$ cat config.mk
export PLATFORM = sky130hd
export DESIGN_NAME = wp_guard
export DESIGN_NICKNAME = d
export VERILOG_FILES = /design/src/rtl/wp_guard_pkg.sv /design/src/rtl/wp_cmd_classify.sv /design/src/rtl/wp_flag_bank.sv /design/src/rtl/wp_write_gate.sv /design/src/rtl/wp_guard.sv
export SDC_FILE = /design/constraint.sdc
export NUM_CORES = 1
export LEC_CHECK = 0
export BUFFER_PORTS_ARGS = -buffer_cell sky130_fd_sc_hd__buf_4
export CORE_MARGIN = 4
export CORE_UTILIZATION = 46
export CTS_BUF_LIST = sky130_fd_sc_hd__clkbuf_2 sky130_fd_sc_hd__clkbuf_4 sky130_fd_sc_hd__clkbuf_8
export DETAILED_ROUTE_END_ITERATION = 12
export GPL_ROUTABILITY_DRIVEN = 0
export PLACE_DENSITY_LB_ADDON = 0.1
export SLEW_MARGIN = 10
export SYNTH_ARGS = -nofsm -noshare
export SYNTH_HDL_FRONTEND = slang
export SYNTH_SLANG_ARGS = --single-unit
export TNS_END_PERCENT = 100
$ cat constraint.sdc
create_clock -name clk -period 1.5 [get_ports clk]
set_input_delay 0.075 -clock clk [delete_from_list [all_inputs] [get_ports clk]]
set_output_delay 0.075 -clock clk [all_outputs]
set_load 0.02 [all_outputs]
$ cat src/rtl/wp_guard_pkg.sv
package wp_guard_pkg;

  localparam logic [3:0] CLS_ARRAY = 4'b1010;
  localparam logic [3:0] CLS_PROT  = 4'b0110;
  localparam logic [2:0] DEV_REV_SET = 3'b001;
  localparam logic [2:0] DEV_REV_CLR = 3'b011;

  typedef enum logic [2:0] {
    K_NONE,
    K_ARR_RD,
    K_ARR_WR,
    K_PERM_SET,
    K_PERM_STAT,
    K_REV_SET,
    K_REV_CLR,
    K_REV_STAT
  } cmd_kind_e;

  typedef enum logic [1:0] {
    PEND_NONE,
    PEND_PERM,
    PEND_REV_SET,
    PEND_REV_CLR
  } pend_e;

endpackage

$ cat src/rtl/wp_cmd_classify.sv
module wp_cmd_classify
  import wp_guard_pkg::*;
#(
  parameter int CLS_W = 4,
  parameter int DEV_W = 3
) (
  input  logic [CLS_W-1:0] cls_i,
  input  logic [DEV_W-1:0] dev_i,
  input  logic             rw_i,
  input  logic [DEV_W-1:0] strap_i,
  input  logic             hv_a0_i,
  input  logic             perm_i,
  input  logic             rev_i,
  output cmd_kind_e        kind_o,
  output logic             ack_o
);

  logic dev_match;
  assign dev_match = (dev_i == strap_i);

  always_comb begin
    kind_o = K_NONE;
    ack_o  = 1'b0;
    if (cls_i == CLS_ARRAY) begin
      if (dev_match) begin
        kind_o = rw_i ? K_ARR_RD : K_ARR_WR;
        ack_o  = 1'b1;
      end
    end else if (cls_i == CLS_PROT) begin
      if (!hv_a0_i) begin
        if (dev_match) begin
          kind_o = rw_i ? K_PERM_STAT : K_PERM_SET;
          ack_o  = !perm_i;
        end
      end else if (dev_i == DEV_REV_SET) begin
        kind_o = rw_i ? K_REV_STAT : K_REV_SET;
        ack_o  = !rev_i;
      end else if (dev_i == DEV_REV_CLR && !rw_i) begin
        kind_o = K_REV_CLR;
        ack_o  = 1'b1;
      end
    end
  end

endmodule

$ cat src/rtl/wp_flag_bank.sv
module wp_flag_bank
  import wp_guard_pkg::*;
(
  input  logic      clk,
  input  logic      rst_n,
  input  logic      cmd_valid_i,
  input  cmd_kind_e kind_i,
  input  logic      ack_i,
  input  logic      stop_i,
  input  logic      wp_pin_i,
  output logic      perm_o,
  output logic      rev_o,
  output logic      commit_o
);

  pend_e pend_q;
  pend_e pend_next;
  logic  perm_q, rev_q, commit_q;

  always_comb begin
    pend_next = PEND_NONE;
    if (ack_i) begin
      unique case (kind_i)
        K_PERM_SET: pend_next = PEND_PERM;
        K_REV_SET:  pend_next = PEND_REV_SET;
        K_REV_CLR:  pend_next = PEND_REV_CLR;
        default:    pend_next = PEND_NONE;
      endcase
    end
  end

  always_ff @(posedge clk or negedge rst_n) begin
    if (!rst_n) begin
      perm_q   <= 1'b0;
      rev_q    <= 1'b0;
      commit_q <= 1'b0;
      pend_q   <= PEND_NONE;
    end else begin
      commit_q <= 1'b0;
      if (stop_i && pend_q != PEND_NONE && !wp_pin_i) begin
        commit_q <= 1'b1;
        unique case (pend_q)
          PEND_PERM:    perm_q <= 1'b1;
          PEND_REV_SET: rev_q  <= 1'b1;
          PEND_REV_CLR: rev_q  <= 1'b0;
          default:      ;
        endcase
      end
      if (cmd_valid_i)  pend_q <= pend_next;
      else if (stop_i)  pend_q <= PEND_NONE;
    end
  end

  assign perm_o   = perm_q;
  assign rev_o    = rev_q;
  assign commit_o = commit_q;

  p_perm_sticky_r5: assert property (@(posedge clk) disable iff (!rst_n)
    perm_q |=> perm_q);

  p_no_set_under_pin_r9: assert property (@(posedge clk) disable iff (!rst_n)
    ($rose(perm_q) || $rose(rev_q)) |-> !$past(wp_pin_i));

  p_rev_moves_on_commit_r10: assert property (@(posedge clk) disable iff (!rst_n)
    !$stable(rev_q) |-> commit_q);

  p_commit_after_stop_r10: assert property (@(posedge clk) disable iff (!rst_n)
    commit_q |-> $past(stop_i));

endmodule

$ cat src/rtl/wp_write_gate.sv
module wp_write_gate
  import wp_guard_pkg::*;
#(
  parameter int ADDR_W = 8
) (
  input  logic              clk,
  input  logic              rst_n,
  input  logic              cmd_valid_i,
  input  cmd_kind_e         kind_i,
  input  logic              ack_i,
  input  logic              stop_i,
  input  logic              wr_req_i,
  input  logic [ADDR_W-1:0] wr_addr_i,
  input  logic              wp_pin_i,
  input  logic              perm_i,
  input  logic              rev_i,
  output logic              wr_en_o
);

  localparam int HALF_BIT = ADDR_W - 1;

  logic session_q;
  logic wr_en_q;
  logic low_half;

  assign low_half = !wr_addr_i[HALF_BIT];

  always_ff @(posedge clk or negedge rst_n) begin
    if (!rst_n) begin
      session_q <= 1'b0;
      wr_en_q   <= 1'b0;
    end else begin
      if (cmd_valid_i)  session_q <= ack_i && (kind_i == K_ARR_WR);
      else if (stop_i)  session_q <= 1'b0;
      wr_en_q <= wr_req_i && session_q && !wp_pin_i &&
                 !(low_half && (perm_i || rev_i));
    end
  end

  assign wr_en_o = wr_en_q;

  p_wr_needs_req_r11: assert property (@(posedge clk) disable iff (!rst_n)
    wr_en_q |-> $past(wr_req_i));

endmodule

$ cat src/rtl/wp_guard.sv
module wp_guard
  import wp_guard_pkg::*;
#(
  parameter int ADDR_W = 8,
  parameter int CLS_W  = 4,
  parameter int DEV_W  = 3
) (
  input  logic              clk,
  input  logic              rst_n,
  input  logic              cmd_valid_i,
  input  logic [CLS_W-1:0]  cls_i,
  input  logic [DEV_W-1:0]  dev_i,
  input  logic              rw_i,
  input  logic [DEV_W-1:0]  strap_i,
  input  logic              hv_a0_i,
  input  logic              wp_pin_i,
  input  logic              stop_i,
  input  logic              wr_req_i,
  input  logic [ADDR_W-1:0] wr_addr_i,
  output logic              dec_valid_o,
  output logic              ack_o,
  output logic              wr_en_o,
  output logic              commit_o
);

  cmd_kind_e kind;
  logic      ack_d;
  logic      perm, rev;
  logic      dec_valid_q, ack_q;

  wp_cmd_classify #(.CLS_W(CLS_W), .DEV_W(DEV_W)) u_classify (
    .cls_i   (cls_i),
    .dev_i   (dev_i),
    .rw_i    (rw_i),
    .strap_i (strap_i),
    .hv_a0_i (hv_a0_i),
    .perm_i  (perm),
    .rev_i   (rev),
    .kind_o  (kind),
    .ack_o   (ack_d)
  );

  wp_flag_bank u_flags (
    .clk         (clk),
    .rst_n       (rst_n),
    .cmd_valid_i (cmd_valid_i),
    .kind_i      (kind),
    .ack_i       (ack_d),
    .stop_i      (stop_i),
    .wp_pin_i    (wp_pin_i),
    .perm_o      (perm),
    .rev_o       (rev),
    .commit_o    (commit_o)
  );

  wp_write_gate #(.ADDR_W(ADDR_W)) u_gate (
    .clk         (clk),
    .rst_n       (rst_n),
    .cmd_valid_i (cmd_valid_i),
    .kind_i      (kind),
    .ack_i       (ack_d),
    .stop_i      (stop_i),
    .wr_req_i    (wr_req_i),
    .wr_addr_i   (wr_addr_i),
    .wp_pin_i    (wp_pin_i),
    .perm_i      (perm),
    .rev_i       (rev),
    .wr_en_o     (wr_en_o)
  );

  always_ff @(posedge clk or negedge rst_n) begin
    if (!rst_n) begin
      dec_valid_q <= 1'b0;
      ack_q       <= 1'b0;
    end else begin
      dec_valid_q <= cmd_valid_i;
      ack_q       <= cmd_valid_i && ack_d;
    end
  end

  assign dec_valid_o = dec_valid_q;
  assign ack_o       = ack_q;

  p_dec_follows_cmd_r11: assert property (@(posedge clk) disable iff (!rst_n)
    dec_valid_o |-> $past(cmd_valid_i));

  p_ack_only_when_valid_r11: assert property (@(posedge clk) disable iff (!rst_n)
    ack_o |-> dec_valid_o);

  p_pin_blocks_all_r3: assert property (@(posedge clk) disable iff (!rst_n)
    wr_en_o |-> !$past(wp_pin_i));

  p_low_half_guard_r2: assert property (@(posedge clk) disable iff (!rst_n)
    wr_en_o |-> ($past(wr_addr_i[ADDR_W-1]) || !$past(perm || rev)));

  p_perm_nack_r5: assert property (@(posedge clk) disable iff (!rst_n)
    (dec_valid_o && $past(cls_i == CLS_PROT && !hv_a0_i && dev_i == strap_i && perm))
      |-> !ack_o);

endmodule

==> reports/summary.md <==
The post-cts sizing count was 0. Detailed routing inserted a total of 633 vias. The clock network fraction of design power is 0.351, and the post-layout net count is 122.

The fraction of layout instances using a drive strength above 1 was 0.337. In this run the worst path has a maximum fanout of 4. The synthesized netlist occupies a cell area of 613 um2. The number of sinks on the clock net was 9; the delay of the slowest cell on the worst path was 410 ps. For the switching power, the log shows 0.145 mW. The end of the worst hold path was u_gate.wr_en_o$_DFF_PN0_. The flow ran to the end, and the final reports show no timing, DRC or antenna violations. Number of global-route vias before repair: 570. The share of Yosys cell area claimed by the top area cell type came out at 0.367. The run gives 0 ps as the aggregate negative setup slack. The transition at the pin with the smallest max-transition slack is 317 ps, and the final critical-path required period is 1200 ps. The hold-critical path depth was 3; the switching power as a share of total power was 0.251.

The tools report the post-synth net total as 92. For this run, the number of Yosys warnings is 0. The tools report the number of max-capacitance violations reported as 0.

The floorplan step defined a core boundary enclosing 0.00119 mm2. The tools report the master cell of the clock root buffer as clkbuf_4. The first global-routing pass estimated 2.30 mm of wire. Synthesis instantiated 27 different standard cells from the library. Category of the worst setup path capture point: a register. The hold violation count in the final report was 0; the worst supply voltage drop on vdd was 0.578 mV. For the final design area excluding fillers, the log shows 856 um2.

STA classifies the critical path startpoint as a register. The number of max-slew violations in the final report came out at 0. Detailed-route wire length: 1.44 mm. Total cell area at the placement stage: 796 um2. The share of total power in sequential cells came out at 0.429.

Share of the clock period used by the worst path after layout: 0.801. The first TritonRoute pass finished after 4 iterations. Excluding fillers, the count of instances in the completed layout stands at 109.

Relative to the synthesized area, the layout overhead comes to 39.6%. DRC violation total after the first TritonRoute iteration: 23. The overall global routing resource usage was 0.158. Average instance area after synthesis: 9.29 um2. The headroom to the max-slew limit was 0.786. The repair_antennas step left the layout with diodes totalling 0. Entering global routing, the biggest net connects 10 pins. After detailed routing, the number of vias per cell comes to 5.81. The maximum level of the CTS H-tree is 1, and the placement row count is 12. The floorplan step defined a die boundary enclosing 0.00198 mm2. For the worst-skew pair, the clock arrives at the later sink with an insertion delay of 260 ps.

Setup repair after global routing left no endpoint under its margin. The tools report the worst slack at placement as 102 ps. The die is 44.5 um wide. The longest clock path from root to sink contains 2 buffers. TritonCTS built the clock tree. The register area share after synthesis was 0.367; the number of CTS-inserted buffers was 3.

The arrival time of data at the critical path endpoint is 1400 ps, and the total power consumption of the routed design is 0.577 mW. Buffers placed on the I/O ports in this run total 22. After layout, the worst setup slack is 298 ps.

The power per standard cell area was 674 mW/mm2; the number of endpoints failing setup at the final stage was 0. The number of primary I/O pins came out at 30. Yosys attributes the largest share of cell area to dfrtp_1, nor2b_1, a31o_1. Derived from the worst setup path, the maximum achievable clock frequency is 832 MHz.

The tools report the worst reg-to-reg setup slack as 300 ps. The critical path is of the register to register type. In this run, placement finished with an instance count of 102. The synthesis-stage register bit count was 9. Traced cell by cell, the critical path runs through nand2b_2 -> a31oi_1 -> o31ai_4 -> a41o_1. The run gives 3 as the post-cts hold buffer count. In the final routed layout, each cell accounts on average for 13.2 um.

The synthesized design spends more area on one cell type than any other, namely dfrtp_1. For the worst setup path, the data required time is 1690 ps. The wire-length estimate of the detail-placed layout is 1.19 mm. The startpoint identified for the worst register-to-register timing path is u_flags.rev_o$_DFFE_PN0P_. The internal portion of total power came out at 0.432 mW.

The depth of the most critical reg-to-reg path was 4; the initial antenna violation count was 0. In this run the critical register-to-register path is captured at u_flags.pend_q[1]$_DFFE_PN0P_. For the remaining antenna violation count, the log shows 0.

The logs give 0 for the number of remaining DRC errors and 0.395 nW for the leakage power of the design. Clock skew on the completed layout was measured at 3.30 ps. After technology mapping, the gate count stands at 66. The starting density of the core is 0.517, and the CTS clock-pin slew for the worst setup and hold paths is 60 ps.

The worst hold path startpoint is wr_req_i. The combinational fraction of design power is 0.221, and the aggregate global routing overflow is 0. The tools report the post-CTS repair timing setup buffer count as 0.

In this run the worst hold path is classified as primary input to register. The cell at the slowest stage of the critical path was dfrtp_1. Height of the die: 44.5 um.
cell families (layout without fill, tap and decap cells):
kind of cell	count (synthesis)	count (layout)	synth area share
buffers and inverters	2	31	0.0122
and+or+nand+nor	32	32	0.314
AOI/OAI and AO/OA	20	20	0.263
DFF	9	9	0.367
xor gates and xnor gates	3	3	0.0429
synth_stat cells:
library cell  number
and3_1             2
and4bb_1           1
inv_1              2
nand3_1            4
a31o_2             1
nand4_1            2
nor3_1             2
and3_4             1
nand2b_2           1
o31ai_4            1
xnor2_1            3
o21ai_0            3
a211oi_1           1
nor2b_1            6
nand2_1            4
a21oi_1            3
nor2_1             6
nand2b_1           1
o21a_1             2
and4bb_4           1
a41o_1             1
dfrtp_1            9
a31o_1             3
a31oi_1            2
and2b_1            1
a32o_1             2
a22o_2             1
critical path, delay by kind of cell, from the launching register on:
family           cells  cell delay (ps)
AND/OR/NAND/NOR      1               80
flip-flops           1              410
AO/OA/AOI/OAI        3              650
sequential cells by signal, summed over array words and instances (netlist names):
register and count:
u_flags.rev_o 1, ack_o 1, u_flags.perm_o 1, u_gate.wr_en_o 1, dec_valid_o 1, u_flags.commit_o 1
u_flags.pend_q 2, u_gate.session_q 1
layer usage:
metal / track usage / part of all wire
met5: 0 / 0
met3: 0.0772 / 0.12
met1: 0.210 / 0.41
met4: 0.0422 / 0.0097
met2: 0.226 / 0.46
final cells by class:
type / instances / area, um2
Clock buffer: 4 / 30.0
Multi-Input combinational cell: 55 / 380
Timing Repair Buffer: 25 / 195
Tap cell: 14 / 17.5
Inverter: 2 / 7.51
Sequential cell: 9 / 225
Fill cell: 87 / 330
stage by stage:
step	utilization	hold slack, ps
floorplan	-	-221
global placement	0.671	-99.5
detailed placement	0.671	-96.9
CTS	0.722	45.2
global route	0.722	43.0
finish	0.722	52.4
how the worst max path moves through the flow:
stage	from	end	cells past startpoint
after floorplan	cls_i[3]	u_flags.pend_q[1]$_DFFE_PN0P_	5
after global placement	cls_i[2]	u_flags.pend_q[1]$_DFFE_PN0P_	6
after detailed placement	cls_i[2]	u_flags.pend_q[1]$_DFFE_PN0P_	6
after CTS	u_flags.rev_o$_DFFE_PN0P_	u_flags.pend_q[1]$_DFFE_PN0P_	4
after global routing	u_flags.rev_o$_DFFE_PN0P_	u_flags.pend_q[0]$_DFFE_PN0P_	4
final	u_flags.rev_o$_DFFE_PN0P_	u_flags.pend_q[1]$_DFFE_PN0P_	4
power by group through the flow:
stage,logic (mW),clock network [mW],registers (mW)
after CTS,0.127,0.210,0.247
after global placement,0.118,0,0.252
after global routing,0.139,0.225,0.247
after detailed placement,0.120,0,0.252
after floorplan,0.0552,0,0.254
final,0.127,0.202,0.247
placed cells by master (no fill, tap or decap), types with 2 or more instances in the layout:
master / instances
buf_4: 22
dfrtp_1: 9
nor2b_1: 6
nor2_1: 6
nand2_1: 4
nand3_1: 4
clkbuf_4: 4
xnor2_1: 3
a21oi_1: 3
a31o_1: 3
o21ai_0: 3
dlygate4sd3_1: 3
o21a_1: 2
inv_1: 2
a31oi_1: 2
nor3_1: 2
and3_1: 2
nand4_1: 2
a32o_1: 2
Note: power is estimated with default switching activity, not from simulation.
